[config.mk]
export PLATFORM = sky130hd
export DESIGN_NAME = tmr8_wavegen
export DESIGN_NICKNAME = d
export VERILOG_FILES = /design/src/rtl/tmr8_pkg.sv /design/src/rtl/tmr8_counter.sv /design/src/rtl/tmr8_compare.sv /design/src/rtl/tmr8_wave_unit.sv /design/src/rtl/tmr8_wavegen.sv
export SDC_FILE = /design/constraint.sdc
export NUM_CORES = 1
export LEC_CHECK = 0
export BUFFER_PORTS_ARGS = -buffer_cell sky130_fd_sc_hd__buf_2
export CAP_MARGIN = 20
export CORE_ASPECT_RATIO = 0.7
export CORE_UTILIZATION = 35
export DETAILED_ROUTE_END_ITERATION = 6
export GPL_TIMING_DRIVEN = 0
export PLACE_DENSITY = 0.6
export SLEW_MARGIN = 20
export SYNTH_ARGS = -nofsm -noshare
export SYNTH_HDL_FRONTEND = slang
export SYNTH_SLANG_ARGS = --single-unit
[constraint.sdc]
create_clock -name clk -period 1.8 [get_ports clk]
set_input_delay 0.18 -clock clk [delete_from_list [all_inputs] [get_ports clk]]
set_output_delay 0.18 -clock clk [all_outputs]
set_load 0.1 [all_outputs]
[src/rtl/tmr8_pkg.sv]
package tmr8_pkg;

   typedef enum logic [1:0] {
      WM_NORMAL = 2'd0,
      WM_PHASE  = 2'd1,
      WM_CTC    = 2'd2,
      WM_FAST   = 2'd3
   } wave_mode_e;

   typedef enum logic [1:0] {
      OM_OFF    = 2'd0,
      OM_TOGGLE = 2'd1,
      OM_CLEAR  = 2'd2,
      OM_SET    = 2'd3
   } out_mode_e;

   typedef struct packed {
      logic       frc;
      logic [2:0] clk_sel;
      out_mode_e  om;
      wave_mode_e wm;
   } ctl_t;

   function automatic logic mode_is_pwm(input wave_mode_e m);
      return (m == WM_PHASE) || (m == WM_FAST);
   endfunction

endpackage

[src/rtl/tmr8_counter.sv]
module tmr8_counter
   import tmr8_pkg::*;
#(
   parameter int CNT_W = 8
) (
   input  logic             clk,
   input  logic             rst_n,
   input  logic             adv,
   input  wave_mode_e       mode,
   input  logic             ld,
   input  logic [CNT_W-1:0] ld_val,
   input  logic             hit,
   output logic [CNT_W-1:0] cnt,
   output logic             rising,
   output logic             at_max,
   output logic             ovf_evt
);

   localparam logic [CNT_W-1:0] MAXV = {CNT_W{1'b1}};
   localparam logic [CNT_W-1:0] ONE  = CNT_W'(1);
   localparam logic [CNT_W-1:0] ZERO = '0;

   logic             dir_up;
   logic             dir_nxt;
   logic [CNT_W-1:0] cnt_nxt;

   assign at_max = (cnt == MAXV);

   always_comb begin
      cnt_nxt = cnt + ONE;
      dir_nxt = 1'b1;
      unique case (mode)
         WM_CTC: begin
            if (hit) cnt_nxt = ZERO;
         end
         WM_PHASE: begin
            if (dir_up) begin
               if (at_max) begin
                  cnt_nxt = MAXV - ONE;
                  dir_nxt = 1'b0;
               end else begin
                  dir_nxt = 1'b1;
               end
            end else begin
               if (cnt == ZERO) begin
                  cnt_nxt = ONE;
                  dir_nxt = 1'b1;
               end else begin
                  cnt_nxt = cnt - ONE;
                  dir_nxt = 1'b0;
               end
            end
         end
         default: begin
            cnt_nxt = cnt + ONE;
         end
      endcase
   end

   always_ff @(posedge clk or negedge rst_n) begin
      if (!rst_n) begin
         cnt    <= ZERO;
         dir_up <= 1'b1;
      end else begin
         if (ld)       cnt <= ld_val;
         else if (adv) cnt <= cnt_nxt;

         if (mode != WM_PHASE)  dir_up <= 1'b1;
         else if (!ld && adv)   dir_up <= dir_nxt;
      end
   end

   assign rising = (mode != WM_PHASE) ? 1'b1 :
                   ((dir_up && !at_max) || (!dir_up && (cnt == ZERO)));

   assign ovf_evt = adv && !ld &&
                    ((mode == WM_PHASE) ? (!dir_up && (cnt == ONE)) : at_max);

endmodule

[src/rtl/tmr8_compare.sv]
module tmr8_compare #(
   parameter int CNT_W    = 8,
   parameter bit BUFFERED = 1'b1
) (
   input  logic             clk,
   input  logic             rst_n,
   input  logic             adv,
   input  logic             pwm,
   input  logic             wr,
   input  logic [CNT_W-1:0] wdata,
   input  logic             ld_cnt,
   input  logic             at_max,
   input  logic [CNT_W-1:0] cnt,
   output logic [CNT_W-1:0] buf_q,
   output logic [CNT_W-1:0] act_q,
   output logic             hit
);

   logic blk_q;

   always_ff @(posedge clk or negedge rst_n) begin
      if (!rst_n)      blk_q <= 1'b0;
      else if (ld_cnt) blk_q <= 1'b1;
      else if (adv)    blk_q <= 1'b0;
   end

   assign hit = adv && !ld_cnt && !blk_q && (cnt == act_q);

   generate
      if (BUFFERED) begin : g_dbl
         logic [CNT_W-1:0] shadow_q;
         always_ff @(posedge clk or negedge rst_n) begin
            if (!rst_n) begin
               shadow_q <= '0;
               act_q    <= '0;
            end else begin
               if (wr) shadow_q <= wdata;
               if (!pwm)                          act_q <= wr ? wdata : shadow_q;
               else if (adv && at_max && !ld_cnt) act_q <= shadow_q;
            end
         end
         assign buf_q = shadow_q;
      end else begin : g_direct
         always_ff @(posedge clk or negedge rst_n) begin
            if (!rst_n)  act_q <= '0;
            else if (wr) act_q <= wdata;
         end
         assign buf_q = act_q;
      end
   endgenerate

endmodule

[src/rtl/tmr8_wave_unit.sv]
module tmr8_wave_unit
   import tmr8_pkg::*;
(
   input  logic       clk,
   input  logic       rst_n,
   input  wave_mode_e mode,
   input  out_mode_e  om,
   input  logic       hit,
   input  logic       rising,
   input  logic       top_evt,
   input  logic       frc,
   input  out_mode_e  frc_om,
   output logic       pin_q
);

   logic do_set, do_clr, do_tgl;

   always_comb begin
      do_set = 1'b0;
      do_clr = 1'b0;
      do_tgl = 1'b0;
      unique case (mode)
         WM_FAST: begin
            if (om == OM_CLEAR) begin
               if (hit)     do_clr = 1'b1;
               if (top_evt) begin do_set = 1'b1; do_clr = 1'b0; end
            end else if (om == OM_SET) begin
               if (hit)     do_set = 1'b1;
               if (top_evt) begin do_clr = 1'b1; do_set = 1'b0; end
            end
         end
         WM_PHASE: begin
            if (hit && (om == OM_CLEAR)) begin
               do_clr = rising;
               do_set = !rising;
            end else if (hit && (om == OM_SET)) begin
               do_set = rising;
               do_clr = !rising;
            end
         end
         default: begin
            if (hit) begin
               do_tgl = (om == OM_TOGGLE);
               do_clr = (om == OM_CLEAR);
               do_set = (om == OM_SET);
            end
         end
      endcase
      if (frc) begin
         do_tgl = (frc_om == OM_TOGGLE);
         do_clr = (frc_om == OM_CLEAR);
         do_set = (frc_om == OM_SET);
      end
   end

   always_ff @(posedge clk or negedge rst_n) begin
      if (!rst_n)      pin_q <= 1'b0;
      else if (do_set) pin_q <= 1'b1;
      else if (do_clr) pin_q <= 1'b0;
      else if (do_tgl) pin_q <= ~pin_q;
   end

endmodule

[src/rtl/tmr8_wavegen.sv]
module tmr8_wavegen
   import tmr8_pkg::*;
#(
   parameter int CNT_W        = 8,
   parameter bit CMP_BUFFERED = 1'b1
) (
   input  logic             clk,
   input  logic             rst_n,
   input  logic             tick,
   input  logic             cnt_wr,
   input  logic [CNT_W-1:0] cnt_wdata,
   input  logic             cmp_wr,
   input  logic [CNT_W-1:0] cmp_wdata,
   input  logic             ctl_wr,
   input  logic [7:0]       ctl_wdata,
   input  logic [1:0]       flag_clr,
   input  logic             mask_wr,
   input  logic [1:0]       mask_wdata,
   output logic [CNT_W-1:0] count_q,
   output logic [CNT_W-1:0] cmp_rd,
   output logic [7:0]       ctl_rd,
   output logic             ovf_flag,
   output logic             cmp_flag,
   output logic             oc_pin,
   output logic             irq
);

   localparam int NFLAG    = 2;
   localparam int FLAG_OVF = 0;
   localparam int FLAG_CMP = 1;

   generate
      if (CNT_W < 2) begin : g_bad_width
         $error("tmr8_wavegen: CNT_W must be at least 2");
      end
   endgenerate

   ctl_t ctl_q;
   ctl_t ctl_in;
   logic adv, pwm, frc_evt;
   logic rising, at_max, ovf_evt, hit, pin_q, connected;
   logic [CNT_W-1:0] act_cmp;
   logic [NFLAG-1:0] flag_set, flag_q, mask_q;

   assign ctl_in = ctl_t'(ctl_wdata);

   always_ff @(posedge clk or negedge rst_n) begin
      if (!rst_n) begin
         ctl_q <= '0;
      end else if (ctl_wr) begin
         ctl_q     <= ctl_in;
         ctl_q.frc <= 1'b0;
      end
   end

   assign ctl_rd  = ctl_q;
   assign adv     = tick && (ctl_q.clk_sel != 3'd0);
   assign pwm     = mode_is_pwm(ctl_q.wm);
   assign frc_evt = ctl_wr && ctl_in.frc && !mode_is_pwm(ctl_in.wm);

   tmr8_counter #(.CNT_W(CNT_W)) u_cnt (
      .clk     (clk),
      .rst_n   (rst_n),
      .adv     (adv),
      .mode    (ctl_q.wm),
      .ld      (cnt_wr),
      .ld_val  (cnt_wdata),
      .hit     (hit),
      .cnt     (count_q),
      .rising  (rising),
      .at_max  (at_max),
      .ovf_evt (ovf_evt)
   );

   tmr8_compare #(.CNT_W(CNT_W), .BUFFERED(CMP_BUFFERED)) u_cmp (
      .clk    (clk),
      .rst_n  (rst_n),
      .adv    (adv),
      .pwm    (pwm),
      .wr     (cmp_wr),
      .wdata  (cmp_wdata),
      .ld_cnt (cnt_wr),
      .at_max (at_max),
      .cnt    (count_q),
      .buf_q  (cmp_rd),
      .act_q  (act_cmp),
      .hit    (hit)
   );

   tmr8_wave_unit u_wave (
      .clk     (clk),
      .rst_n   (rst_n),
      .mode    (ctl_q.wm),
      .om      (ctl_q.om),
      .hit     (hit),
      .rising  (rising),
      .top_evt (adv && at_max && !cnt_wr),
      .frc     (frc_evt),
      .frc_om  (ctl_in.om),
      .pin_q   (pin_q)
   );

   assign connected = (ctl_q.om != OM_OFF) && !(pwm && (ctl_q.om == OM_TOGGLE));
   assign oc_pin    = pin_q && connected;

   assign flag_set[FLAG_OVF] = ovf_evt;
   assign flag_set[FLAG_CMP] = hit;

   genvar g;
   generate
      for (g = 0; g < NFLAG; g++) begin : g_flag
         always_ff @(posedge clk or negedge rst_n) begin
            if (!rst_n)           flag_q[g] <= 1'b0;
            else if (flag_set[g]) flag_q[g] <= 1'b1;
            else if (flag_clr[g]) flag_q[g] <= 1'b0;
         end
      end
   endgenerate

   always_ff @(posedge clk or negedge rst_n) begin
      if (!rst_n)       mask_q <= '0;
      else if (mask_wr) mask_q <= mask_wdata;
   end

   assign ovf_flag = flag_q[FLAG_OVF];
   assign cmp_flag = flag_q[FLAG_CMP];
   assign irq      = |(flag_q & mask_q);

   logic unused_act;
   assign unused_act = ^act_cmp;

endmodule

== Word-level counts from Yosys, hierarchy flattened ==
Index checks and enable logic that the tools add are counted.

* Flip-flop bits (word level): 38
* Input port bits: 35
* Output and inout bits: 28
* Logic and storage cells: 116

* $add $sub $neg: 2
* Equality and inequality tests: 16
* Mux-type cells: 47
* Bitwise logic cells: 2
* Reductions and logical operators: 37

{| class="wikitable"
|+ Operators by type and width
! kind !! count
|-
| 8-bit two-way mux || 9
|-
| 1-bit two-way mux || 35
|-
| 1-bit logical AND || 17
|-
| 8-bit case mux with 2 select lines || 1
|-
| 2-bit == test (second input constant) || 7
|-
| 2-bit nonzero test || 5
|-
| 8-bit by 1-bit adder with 8-bit output (second input constant) || 1
|-
| 2-bit by 1-bit == test with 1-bit output (second input constant) || 4
|-
| 8-bit by 1-bit == test with 1-bit output (second input constant) || 1
|-
| 8-bit == test || 1
|-
| 8-bit == test (second input constant) || 1
|-
| 8-bit logical NOT || 1
|-
| 8-bit by 1-bit subtractor with 8-bit output (second input constant) || 1
|-
| 1-bit logical NOT || 7
|-
| 3-bit nonzero test || 2
|-
| 2-bit by 1-bit != test with 1-bit output (second input constant) || 2
|-
| 1-bit case mux with 2 select lines || 2
|-
| 2-bit OR reduction || 2
|-
| 1-bit logical OR || 3
|-
| 2-bit AND || 1
|-
| 1-bit NOT || 1
|}

== Logic depth before layout (Yosys ltp) ==
Gate-level depths: netlist (run 1).

* Depth after elaboration: 12
* Mapped depth: 8
* Depth with buffers taken out: 7

== Hierarchy ==
A second synthesis (run 1) with hierarchy kept.

* Cells, all modules: 283
* Area, all modules: 2613.8 µm²

{| class="wikitable"
|+ Modules (own cells, without submodules)
! module !! instances !! cells an instance !! area an instance (µm²) !! sequential area each (µm²)
|-
| tmr8_counter || 1 || 148 || 1123.6 || 226.5
|-
| tmr8_compare || 1 || 77 || 838.3 || 425.4
|-
| tmr8_wavegen || 1 || 35 || 473.0 || 275.3
|-
| tmr8_wave_unit || 1 || 23 || 178.9 || 25.0
|}

== Least setup slack after synthesis (run 1) ==
OpenSTA, ideal clock, no wires.

* Path type: register to output
* Start point: reg ctl_q, in the netlist ctl_rd[1]
* End point: out oc_pin
* Data arrival time: 3.132 ns
* Data required time: 1.620 ns
* Setup slack: -1.512 ns
* Stages on the path, launching flop included: 7
* Buffers on the path: 1
* Path through: dfrtp_1 inv_1 ha_1 buf_2 nor2_2 a21oi_1 nor2b_1

* Longest elaborated chain between the ends: 6
* Elaborated cells on any way between the ends: 7
* Those cells by class: 2 x eq/ne; 5 x reduce/logical

{| class="wikitable"
|+ RTL lines
! what !! RTL line !! text
|-
| start: declaration || tmr8_wavegen.sv:38 || <nowiki>ctl_t ctl_q;</nowiki>
|-
| start signal: assignment || tmr8_wavegen.sv:51 || <nowiki>ctl_q <= ctl_in;</nowiki>
|-
| 2-bit by 1-bit == test with 1-bit output / 2-bit == test (equally long branches) || tmr8_pkg.sv:25 || <nowiki>return (m == WM_PHASE) || (m == WM_FAST);</nowiki>
|-
| 1-bit logical OR (*) || tmr8_pkg.sv:25 ||
|-
| 1-bit logical AND (*) || tmr8_wavegen.sv:103 || <nowiki>assign connected = (ctl_q.om != OM_OFF) && !(pwm && (ctl_q.om == OM_TOGGLE));</nowiki>
|-
| 1-bit logical NOT (*) || tmr8_wavegen.sv:103 ||
|-
| 1-bit logical AND (*) || tmr8_wavegen.sv:103 ||
|-
| 1-bit logical AND (*) || tmr8_wavegen.sv:104 || <nowiki>assign oc_pin = pin_q && connected;</nowiki>
|-
| end: declaration || tmr8_wavegen.sv:24 || <nowiki>output logic oc_pin,</nowiki>
|}

Every way passes the cells marked *; elsewhere a longest branch is shown, timed or not.

== Worst setup path in the final report (run 1) ==
* Start point: reg u_cnt.cnt[1]
* End point: reg u_wave.pin_q

* Longest elaborated chain between the ends: 12
* Elaborated cells on any way between the ends: 37
* Those cells by class: 2 x eq/ne; 23 x mux; 12 x reduce/logical

{| class="wikitable"
|+ RTL lines
! what !! RTL line !! text
|-
| start: declaration || tmr8_counter.sv:13 || <nowiki>output logic [CNT_W-1:0] cnt,</nowiki>
|-
| start signal: assignment || tmr8_counter.sv:65 || <nowiki>if (ld) cnt <= ld_val;</nowiki>
|-
| start signal: assignment || tmr8_counter.sv:66 || <nowiki>else if (adv) cnt <= cnt_nxt;</nowiki>
|-
| 8-bit == test || tmr8_counter.sv:27 || <nowiki>assign at_max = (cnt == MAXV);</nowiki>
|-
| 1-bit logical NOT || tmr8_counter.sv:74 || <nowiki>((dir_up && !at_max) || (!dir_up && (cnt == ZERO)));</nowiki>
|-
| 1-bit logical AND || tmr8_counter.sv:74 ||
|-
| 1-bit logical OR || tmr8_counter.sv:74 ||
|-
| 1-bit two-way mux || tmr8_counter.sv:73 || <nowiki>assign rising = (mode != WM_PHASE) ? 1'b1 :</nowiki>
|-
| 1-bit logical NOT || tmr8_wave_unit.sv:35, tmr8_wave_unit.sv:38 ||
|-
| 1-bit two-way mux || tmr8_wave_unit.sv:36 || <nowiki>end else if (hit && (om == OM_SET)) begin</nowiki>
|-
| 1-bit two-way mux || tmr8_wave_unit.sv:33 || <nowiki>if (hit && (om == OM_CLEAR)) begin</nowiki>
|-
| 1-bit case mux with 2 select lines || tmr8_wave_unit.sv:22 || <nowiki>unique case (mode)</nowiki>
|-
| 1-bit two-way mux || tmr8_wave_unit.sv:49 || <nowiki>if (frc) begin</nowiki>
|-
| 1-bit two-way mux || tmr8_wave_unit.sv:59 || <nowiki>else if (do_clr) pin_q <= 1'b0;</nowiki>
|-
| 1-bit two-way mux || tmr8_wave_unit.sv:58 || <nowiki>else if (do_set) pin_q <= 1'b1;</nowiki>
|-
| end signal: assignment || tmr8_wave_unit.sv:60 || <nowiki>else if (do_tgl) pin_q <= ~pin_q;</nowiki>
|-
| end: declaration || tmr8_wave_unit.sv:13 || <nowiki>output logic pin_q</nowiki>
|}

Several ways; a longest one is shown, not always the timed one.
A chain may end at the register's enable or synchronous reset.

==> run summary, run 1 <==
Status - finished with violations
Violated checks - negative hold slack, negative setup slack
CP startpoint - u_cnt.cnt[1]$_DFFE_PN0P_
Worst EP required - 2010 ps
Worst hold slack - -0.877 ps
Die area - 7630 sq um
Unrepaired setup endpoints after global routing - true
Critical-path maximum fanout - 4
Core area - 6880 sq um
Rows - 25
Max-slew violations - 0
Yosys cell types - 56
Fraction of layout cells with a size suffix above 1 - 47.1%
Reg2Reg Depth - 8
I/O pins - 63
Die W - 104 um
Footprint of the multi-input gates - 1670 sq um
FF+latch area - 993 sq um
Pleak - 1.56 nW
Gr ovfl total - 0
Starting Density - 37.0%
Worst setup SP type - flip-flop
RePlAce Congestion - 0.897
DRC - 0
Sequential cell area fraction in the yosys report - 37.4%
Mux cell area share after synthesis - 9.33%
Clk slew on worst S/H paths - 80 ps
Post-Synthesis Cells - 275
Pin count of the biggest net entering global routing - 39
Layout Skew - 11.3 ps
Synth warnings - 0
Initial DRC Count - 180
Reg2reg end - u_wave.pin_q$_DFFE_PN0P_
Ys async rst share - 100%
Worst min-delay path class - input pin to asynchronous set/reset pin
Final HPWL DP - 5340 um
Number of port buffers - 60
Antenna cells - 0
Setup ws final - -288 ps
Hold_buf cts - 0
FF-to-FF setup slack - -290 ps
Max-cap viol count - 0
Pwr Total - 3.64 mW
Worst VDD drop - 0.000579 V
GRT Overall Usage - 20.2%
Power Density - 1000 nW/um^2
Final worst path period share - 116%
Worst slew pin tran - 890 ps
Synth Area in Compound Gates - 19.9%
CTS Buf Count - 5
Main combinational cell family by area after synthesis - compound AO/OA/AOI/OAI gates
Layout fillers - 643
H-tree Lvls - 2
Synthesized cell area - 2550 sq um
Area growth, synth to finish - 42.8%
Avg Cell Area, Syn - 9.26 sq um
FMAX - 0.479 GHz
CTS sink count - 38
Post-Synth Simple-Gate Area - 18.6%
Via-to-Cell Ratio - 5.51
Drt wl/cell - 16.8 um
Initial antenna violation count - 0
WS Path Type - flip-flop to flip-flop
TritonCTS clock tree - yes
Detail Route Antenna Nets - 0
Min cycle time layout - 2090 ps
Rel. slew slack - 40.6%
Post-synthesis adder-cell area fraction - 3.44%
# nets final - 406
Termination of the worst setup path - u_wave.pin_q$_DFFE_PN0P_
CP Data Arrival Time - 2300 ps
Crit path capture type - flip-flop
Vias in the first global route - 2,337
Syn nets - 317
Vias - 2,531
Final Hold Viols - 1
Xor/xnor share of the synthesized area - 5.16%
CTS root buf - clkbuf_8
FF-to-FF Start - u_cnt.cnt[1]$_DFFE_PN0P_
Height of the die - 73.4 um
Pre-antenna DRT Iters - 5
Fin util - 52.9%
Yosys reg bits - 38
Number of flops mapped to enable cells by yosys - 0
First-pass GRT wire length - 12,000 um
Main synth FF type - dfrtp_1
Final setup viols - 8
Clock Latency Late Sink - 290 ps
WL final - 7690 um
Longest Clk Path Bufs - 2
## cells in the mapped netlist, types with 2 or more instances
library cell  count  area (sq um)
mux2_2           14           158
buf_2             5          25.0
and4_1            2          17.5
a21boi_0          2          15.0
dfrtp_1          37           926
a31oi_1           6          37.5
o2111ai_1         4          35.0
and3b_1           2          17.5
a21oi_1          13          65.1
ha_1              7          87.6
a22oi_1           6          45.0
o21ai_0           9          45.0
a21o_1            3          22.5
nand4_1           2          12.5
clkbuf_1          8          30.0
o21ai_1           8          40.0
o22ai_1           3          18.8
nor3_1            8          40.0
nand3_1          11          55.1
o31ai_1           2          15.0
or3_1             3          18.8
nor2b_1           4          25.0
inv_1            13          48.8
nor4_1            4          25.0
xnor2_1           3          26.3
xor2_1           12           105
o211ai_1          5          37.5
and3_1            3          18.8
mux2i_1           8          80.1
o221ai_1          4          35.0
nand2_1          25          93.8
nor2_1            9          33.8
nor4_2            3          37.5
buf_4             5          37.5
## cells in the final DEF, fill, tap and decap left out, drive strengths merged, types with 5 or more instances in the layout
cell type / count
buf: 93
dfrtp: 37
nand2: 26
o21ai: 18
mux2: 14
a21oi: 14
clkbuf: 14
xor2: 12
inv: 12
nand3: 12
nor2: 10
mux2i: 8
nor3: 8
ha: 7
nor4: 7
a22oi: 6
a31oi: 6
o211ai: 5
## through the flow
stage	setup TNS [ps]	hold WS [ps]	std cells	instance area (sq um)	worst slack, ps
floorplan	-2730	-116	275	2640	-333
global route	-2390	73.0	459	3640	-338
CTS	-1180	42.5	452	3450	-228
global placement	-2670	352	429	3060	-360
finish	-1340	-0.877	459	3640	-288
detailed placement	-2910	364	429	3060	-375
## layout make-up
type	count	share of cell area, %
Clock inverter	2	1.65
Multi-Input combinational cell	205	45.9
Buffer	18	4.20
Inverter	13	1.89
Timing Repair Buffer	83	13.5
Tap cell	94	3.23
Clock buffer	6	2.27
Sequential cell	38	27.3
## layer usage
| metal | vias to the layer above | part of all wire [%] | track usage, % |
|---|---|---|---|
| met5 | - | 0 | 0 |
| met4 | 0 | 1.5 | 5.08 |
| met3 | 17 | 7.3 | 4.44 |
| met2 | 117 | 42 | 30.0 |
| met1 | 1215 | 49 | 29.6 |
| li1 | 1182 | - | - |
## worst max-delay path: stages, from the launching register on
cell	delay [ps]
dfrtp_4	490
buf_8	140
inv_8	50
ha_4	130
or4b_4	480
o21ai_4	290
o32a_4	210
o2111ai_2	110
o211ai_1	110
## kinds of logic (layout without fill, tap and decap cells)
logic type / after synthesis / after routing
DFF: 38 / 38
buffers and inverters: 32 / 122
muxes: 22 / 22
xor gates and xnor gates: 15 / 15
AOI/OAI and AO/OA: 75 / 75
adders and majority gates: 7 / 7
other: 1 / 1
and+or+nand+nor: 85 / 85
## what timing repair did
item	in CTS	in global routing
resized for setup	33	30
cloned	1	0
pin swaps	11	21
buffers inserted	14	8
setup endpoints to repair	18	21
## worst min-delay path by stage
stage,from,to,cells past startpoint
after floorplan,rst_n,cmp_flag$_DFFE_PN0P_,0
after global placement,rst_n,u_cnt.cnt[6]$_DFFE_PN0P_,1
after detailed placement,rst_n,u_cnt.cnt[6]$_DFFE_PN0P_,1
after CTS,rst_n,u_cmp.blk_q$_DFFE_PN0P_,1
after global routing,rst_n,u_cmp.buf_q[0]$_DFF_PN0_,1
final,rst_n,u_cnt.cnt[6]$_DFFE_PN0P_,1
## report_power, final
group / total, mW / switching [mW] / internal [mW]
clock network: 0.917 / 0.325 / 0.592
logic: 1.61 / 1.10 / 0.507
registers: 1.11 / 0.122 / 0.988
total: 3.64 / 1.55 / 2.09
## state kept, by name, summed over array words and instances, names as in the netlist
signal / count
cmp_flag: 1
ctl_rd: 7
mask_q: 2
ovf_flag: 1
u_cmp.act_q: 8
u_cmp.blk_q: 1
u_cmp.buf_q: 8
u_cnt.cnt: 8
u_cnt.dir_up: 1
u_wave.pin_q: 1
(Power assumes the default switching activity.)
==> inputs of run 2 (changes only) <==
==> constraint.sdc (replaced) <==
create_clock -name clk -period 1.8 [get_ports clk]
set_input_delay 0.27 -clock clk [delete_from_list [all_inputs] [get_ports clk]]
set_output_delay 0.27 -clock clk [all_outputs]
set_load 0.1 [all_outputs]
==> run summary, run 2 (same netlist as run 1, synthesis figures left out) <==
Slowest CP cell - dfrtp_4
Clk slew on worst S/H paths - 90 ps (about the same)
Max-slew violations - 0 (unchanged)
Worst setup SP type - flip-flop
Antenna cells - 0 (unchanged)
P_sw - 1.59 mW (+2.3%)
Vias in the first global route - 2,447 (+4.7%)
Rel. slew slack - 42.0% (+1.4 points)
TritonCTS clock tree - yes
Worst path top cell family by delay - compound AO/OA/AOI/OAI gates
Layout Cells excl Fill - 461 (+0.44%)
Critical-path maximum fanout - 3 (-1)
Vias - 2,519 (-0.47%)
CTS sink count - 38 (unchanged)
Area growth, synth to finish - 43.6%
FMAX - 0.491 GHz (+2.5%)
Clock Latency Late Sink - 310 ps (+20 ps)
Max-cap viol count - 0 (unchanged)
WL final - 7720 um (+0.40%)
Pre-antenna DRT Iters - 5 (unchanged)
RePlAce Congestion - 0.891 (-0.68%)
Initial DRC Count - 157 (-13%)
I/O pins - 63 (unchanged)
Setup ws final - -238 ps (+50.7 ps)
Fraction of layout cells with a size suffix above 1 - 48.2% (+1.1 points)
Gate power share - 46.4% (+2.1 points)
Violated checks - negative setup slack
Commonest non-fill, non-tap cell in the layout - buf_2
Status - finished with violations
Critical path cell sequence - clkbuf_16 -> clkinv_8 -> ha_4 -> or4b_4 -> o21ai_4 -> o32a_4 -> o2111ai_2 -> o211ai_1
Inst Count DP - 429 (unchanged)
Via-to-Cell Ratio - 5.46 (-0.91%)
Initial antenna violation count - 0 (unchanged)
Final setup viols - 16 (+8)
Pwr Total - 3.50 mW (-3.8%)
GRT Overall Usage - 21.2% (+1.0 points)
DRC - 0 (unchanged)
Switching fraction of total power - 45.4% (+2.7 points)
Layout Skew - 7.66 ps (-3.65 ps)
Int Pwr - 1.91 mW (-8.3%)
CP peak stage delay - 490 ps (about the same)
Final Hold Viols - 0 (-1)
Clock power share - 22.2% (-3.0 points)
# nets final - 408 (+0.49%)
Pin count of the biggest net entering global routing - 39 (unchanged)
First-pass GRT wire length - 12,400 um (+3.3%)
WS Path Type - flip-flop to flip-flop
Worst min-delay path class - input pin to asynchronous set/reset pin
Worst hold slack - 57.8 ps (+58.7 ps)
FF-to-FF Start - u_cnt.cnt[0]$_DFFE_PN0P_
Die area - 7630 sq um (unchanged)
Crit path capture type - flip-flop
Rows - 25 (unchanged)
Drt wl/cell - 16.8 um (about the same)
Pleak - 1.53 nW (-1.6%)
CP startpoint - u_cnt.cnt[0]$_DFFE_PN0P_
CP Data Arrival Time - 2260 ps (-40 ps)
Detail Route Antenna Nets - 0 (unchanged)
Unrepaired setup endpoints after global routing - true
Most frequent cells in the layout - buf_2 (60), nand2_1 (25), buf_4 (23), dfrtp_1 (23), mux2_2 (14)
Height of the die - 73.4 um (unchanged)
Sequential share of power - 31.4% (+0.9 points)
Starting Density - 37.0% (unchanged)
Gr ovfl total - 0 (unchanged)
Min cycle time layout - 2040 ps (-50.7 ps)
Worst slew pin tran - 870 ps (-20.6 ps)
Die W - 104 um (unchanged)
Power Density - 957 nW/um^2 (-4.3%)
Longest Clk Path Bufs - 2 (unchanged)
CTS root buf - clkbuf_8
Final worst path period share - 113% (-2.8 points)
Worst VDD drop - 0.000501 V (-14%)
Core area - 6880 sq um (unchanged)
Number of port buffers - 60 (unchanged)
CTS Buf Count - 5 (unchanged)
Final HPWL DP - 5310 um (-0.51%)
H-tree Lvls - 2 (unchanged)
WP buf/inv - 2 (unchanged)
Worst EP required - 2020 ps (about the same)
run 2: cell types whose count changed in the layout (fill, tap and decap cells not counted), moves of 2 or more:
cell,delta
buf_4,-3
buf_6,+5
clkinvlp_4,+2
nor3_1,+2
nor3_2,-2
o2111ai_1,-2
o2111ai_2,+2
run 2: layer usage:
metal	global-route usage [%]	wire length, um
met1	28.5	3580
met2	34.4	3430
met3	5.41	635
met4	5.40	84
met5	0	0
run 2: worst paths after layout:
path	to	slack (ps)	depth (start not counted)
min in group clk	ovf_flag$_DFFE_PN0P_	130	2
worst min-delay path	u_cnt.cnt[1]$_DFFE_PN0P_	60	1
max in group asynchronous	u_cnt.cnt[0]$_DFFE_PN0P_	1080	1
worst max-delay path	u_wave.pin_q$_DFFE_PN0P_	-240	8
worst min register to register	mask_q[1]$_DFFE_PN0P_	510	1
worst max register to register	u_wave.pin_q$_DFFE_PN0P_	-240	8
run 2: per-stage QoR:
stage / util, % / TNS (ps) / cell area [sq um] / setup slack [ps]
5_1_grt: 53.2 / -3190 / 3660 / -315
2_1_floorplan: - / -2700 / 2660 / -333
6_report: 53.2 / -1940 / 3660 / -238
4_1_cts: 51.1 / -1240 / 3520 / -208
3_3_place_gp: 44.7 / -2430 / 3070 / -339
3_5_place_dp: 44.7 / -2580 / 3070 / -326
run 2: power by group through the flow:
stage               clock, mW  combinational (mW)  sequential [mW]
finish                  0.777                1.63             1.10
global route            0.825                1.72             1.11
CTS                     0.782                1.56             1.10
detailed placement          0                1.38             1.11
global placement            0                1.37             1.11
floorplan                   0               0.631             1.57
run 2: what timing repair did:
action | 4_1_cts | 5_1_grt
setup buffers | 19 | 4
resized for setup | 42 | 20
endpoints found under the setup margin | 18 | 20
pin swaps | 21 | 15
gates cloned | 1 | 0
hold buffers | 0 | 0
run 2: layout make-up:
cell class / instances / area (sq um)
clock inverter: 3 / 45.0
inverter: 13 / 68.8
fill: 646 / 3220
timing repair buffer: 84 / 527
tap: 94 / 118
buffer: 19 / 161
clock buffer: 5 / 68.8
sequential: 38 / 995
multi-input combinational: 205 / 1680
==> inputs of run 3 (changes only) <==
Settings changed: ABC_AREA set to 0, CORE_UTILIZATION 35 to 45, PLACE_DENSITY 0.6 to 0.74.
==> run summary, run 3 (same netlist as run 1, synthesis figures left out) <==
Antenna cells - 0 (unchanged)
Pleak - 1.52 nW (-0.87%)
Number of port buffers - 60 (unchanged)
Min cycle time layout - 2050 ps (+8.51 ps)
FMAX - 0.489 GHz (-0.42%)
CP peak stage delay - 490 ps (about the same)
FF-to-FF Start - u_cnt.cnt[0]$_DFFE_PN0P_
Rows - 22 (-12%)
Final HPWL DP - 5220 um (-1.7%)
Worst slew pin tran - 856 ps (-14.1 ps)
Fraction of layout cells with a size suffix above 1 - 45.3% (-3.0 points)
Rel. slew slack - 42.9% (+0.94 points)
# nets final - 401 (-1.7%)
DRC - 0 (unchanged)
Area growth, synth to finish - 38.5%
TritonCTS clock tree - yes
Crit path capture type - flip-flop
Switching fraction of total power - 43.2% (-2.2 points)
Pin count of the biggest net entering global routing - 39 (unchanged)
Worst VDD drop - 0.000577 V (+15%)
Worst path top cell family by delay - compound AO/OA/AOI/OAI gates
Final worst path period share - 114% (+0.47 points)
Clk slew on worst S/H paths - 90 ps (about the same)
Unrepaired setup endpoints after global routing - true
Die area - 5970 sq um (-22%)
Via-to-Cell Ratio - 5.74 (+5.1%)
GRT Overall Usage - 26.4% (+5.2 points)
Die W - 91.9 um (-12%)
Starting Density - 47.7% (+11 points)
Final Hold Viols - 0 (unchanged)
Gr ovfl total - 0 (unchanged)
CTS root buf - clkbuf_8
Commonest non-fill, non-tap cell in the layout - buf_2
Slowest CP cell - dfrtp_4
CP Data Arrival Time - 2250 ps (about the same)
Longest Clk Path Bufs - 2 (unchanged)
Clock Latency Late Sink - 310 ps (about the same)
Status - finished with violations
Most frequent cells in the layout - buf_2 (60), nand2_1 (25), dfrtp_1 (23)
Final setup viols - 9 (-7)
Footprint of the multi-input gates - 1620 sq um (-3.3%)
Reg2Reg Depth - 8 (unchanged)
Worst hold slack - 61.1 ps (+3.30 ps)
WP buf/inv - 2 (unchanged)
Max-cap viol count - 0 (unchanged)
CP startpoint - u_cnt.cnt[0]$_DFFE_PN0P_
Drt wl/cell - 17.3 um (+3.1%)
Layout Skew - 9.99 ps (+2.33 ps)
Setup ws final - -246 ps (-8.51 ps)
CTS Buf Count - 5 (unchanged)
Clock power share - 25.1% (+2.9 points)
Max-slew violations - 0 (unchanged)
Gate power share - 44.1% (-2.3 points)
Detail Route Antenna Nets - 0 (unchanged)
Critical-path maximum fanout - 4 (+1)
RePlAce Congestion - 0.905 (+1.6%)
Vias - 2,481 (-1.5%)
Power Density - 1020 nW/um^2 (+6.5%)
Layout fillers - 462 (-28%)
First-pass GRT wire length - 12,100 um (-2.7%)
P_sw - 1.55 mW (-2.3%)
I/O pins - 63 (unchanged)
Initial antenna violation count - 0 (unchanged)
Worst min-delay path class - input pin to asynchronous set/reset pin
Int Pwr - 2.04 mW (+6.8%)
Setup TNS - -1380 ps (+560 ps)
FF+latch area - 995 sq um (unchanged)
Initial DRC Count - 208 (+32%)
Sequential share of power - 30.7% (-0.7 points)
H-tree Lvls - 2 (unchanged)
CTS sink count - 38 (unchanged)
WS Path Type - flip-flop to flip-flop
Worst EP required - 2010 ps (about the same)
Vias in the first global route - 2,364 (-3.4%)
Violated checks - negative setup slack
Height of the die - 65.0 um (-11%)
WL final - 7460 um (-3.4%)
Levels on crit path - 8 (unchanged)
Fin util - 66.1% (+13 points)
Pre-antenna DRT Iters - 4 (-1)
Core area - 5340 sq um (-22%)
Worst setup SP type - flip-flop
Critical path cell sequence - clkbuf_16 -> clkinv_8 -> ha_4 -> or4b_4 -> o21ai_4 -> o32a_4 -> o2111ai_2 -> o211ai_1
run 3: through the flow:
step | setup slack (ps) | instance area (sq um) | std cells | total power [mW]
final | -246 | 3530 | 432 | 3.60
after global routing | -290 | 3530 | 432 | 3.75
after CTS | -232 | 3400 | 429 | 3.53
after detailed placement | -328 | 3050 | 407 | 2.49
after global placement | -320 | 3050 | 407 | 2.46
after floorplan | -333 | 2660 | 275 | 2.20
run 3: final timing paths:
| kind | to | slack, ps |
|---|---|---|
| setup / recovery | u_wave.pin_q$_DFFE_PN0P_ | -250 |
| hold / removal | u_cnt.cnt[2]$_DFFE_PN0P_ | 60 |
| setup reg to reg | u_wave.pin_q$_DFFE_PN0P_ | -250 |
| hold reg to reg | mask_q[0]$_DFFE_PN0P_ | 520 |
| max in group asynchronous | u_cnt.cnt[4]$_DFFE_PN0P_ | 1090 |
| min in group clk | ovf_flag$_DFFE_PN0P_ | 150 |
run 3: repair_timing:
item                                    4_1_cts  5_1_grt
pin swaps                                    15        8
buffers inserted                             13        3
endpoints found under the setup margin       18       19
hold buffers                                  0        0
resized for setup                            26       22
cloned                                        1        0
run 3: worst register-to-register path: stages, from the launching register on:
cell       delay (ps)
dfrtp_4           490
clkbuf_16         160
clkinv_8           40
ha_4              120
or4b_4            480
o21ai_4           240
o32a_4            190
o2111ai_2         110
o211ai_1          120
run 3: power groups by stage:
stage,Combinational (mW),Sequential [mW],Clock (mW)
after floorplan,0.631,1.57,0
after global placement,1.36,1.11,0
after detailed placement,1.38,1.11,0
after CTS,1.52,1.10,0.909
after global routing,1.67,1.12,0.951
final,1.59,1.10,0.904
run 3: cell type report:
type / instances / area share (%)
Buffer: 19 / 4.57
Clock buffer: 5 / 1.95
Clock inverter: 3 / 1.95
Inverter: 13 / 1.95
Multi-Input combinational cell: 205 / 45.9
Sequential cell: 38 / 28.2
Tap cell: 72 / 2.55
Timing Repair Buffer: 77 / 12.9
run 3: routing by layer:
metal  vias up  GRT usage [%]  share of wire (%)
met5         -              0                  0
met4         0           9.18                2.1
met3        19           5.28                7.8
met2       123           41.0                 45
met1      1157           36.7                 45
li1       1182              -                  -
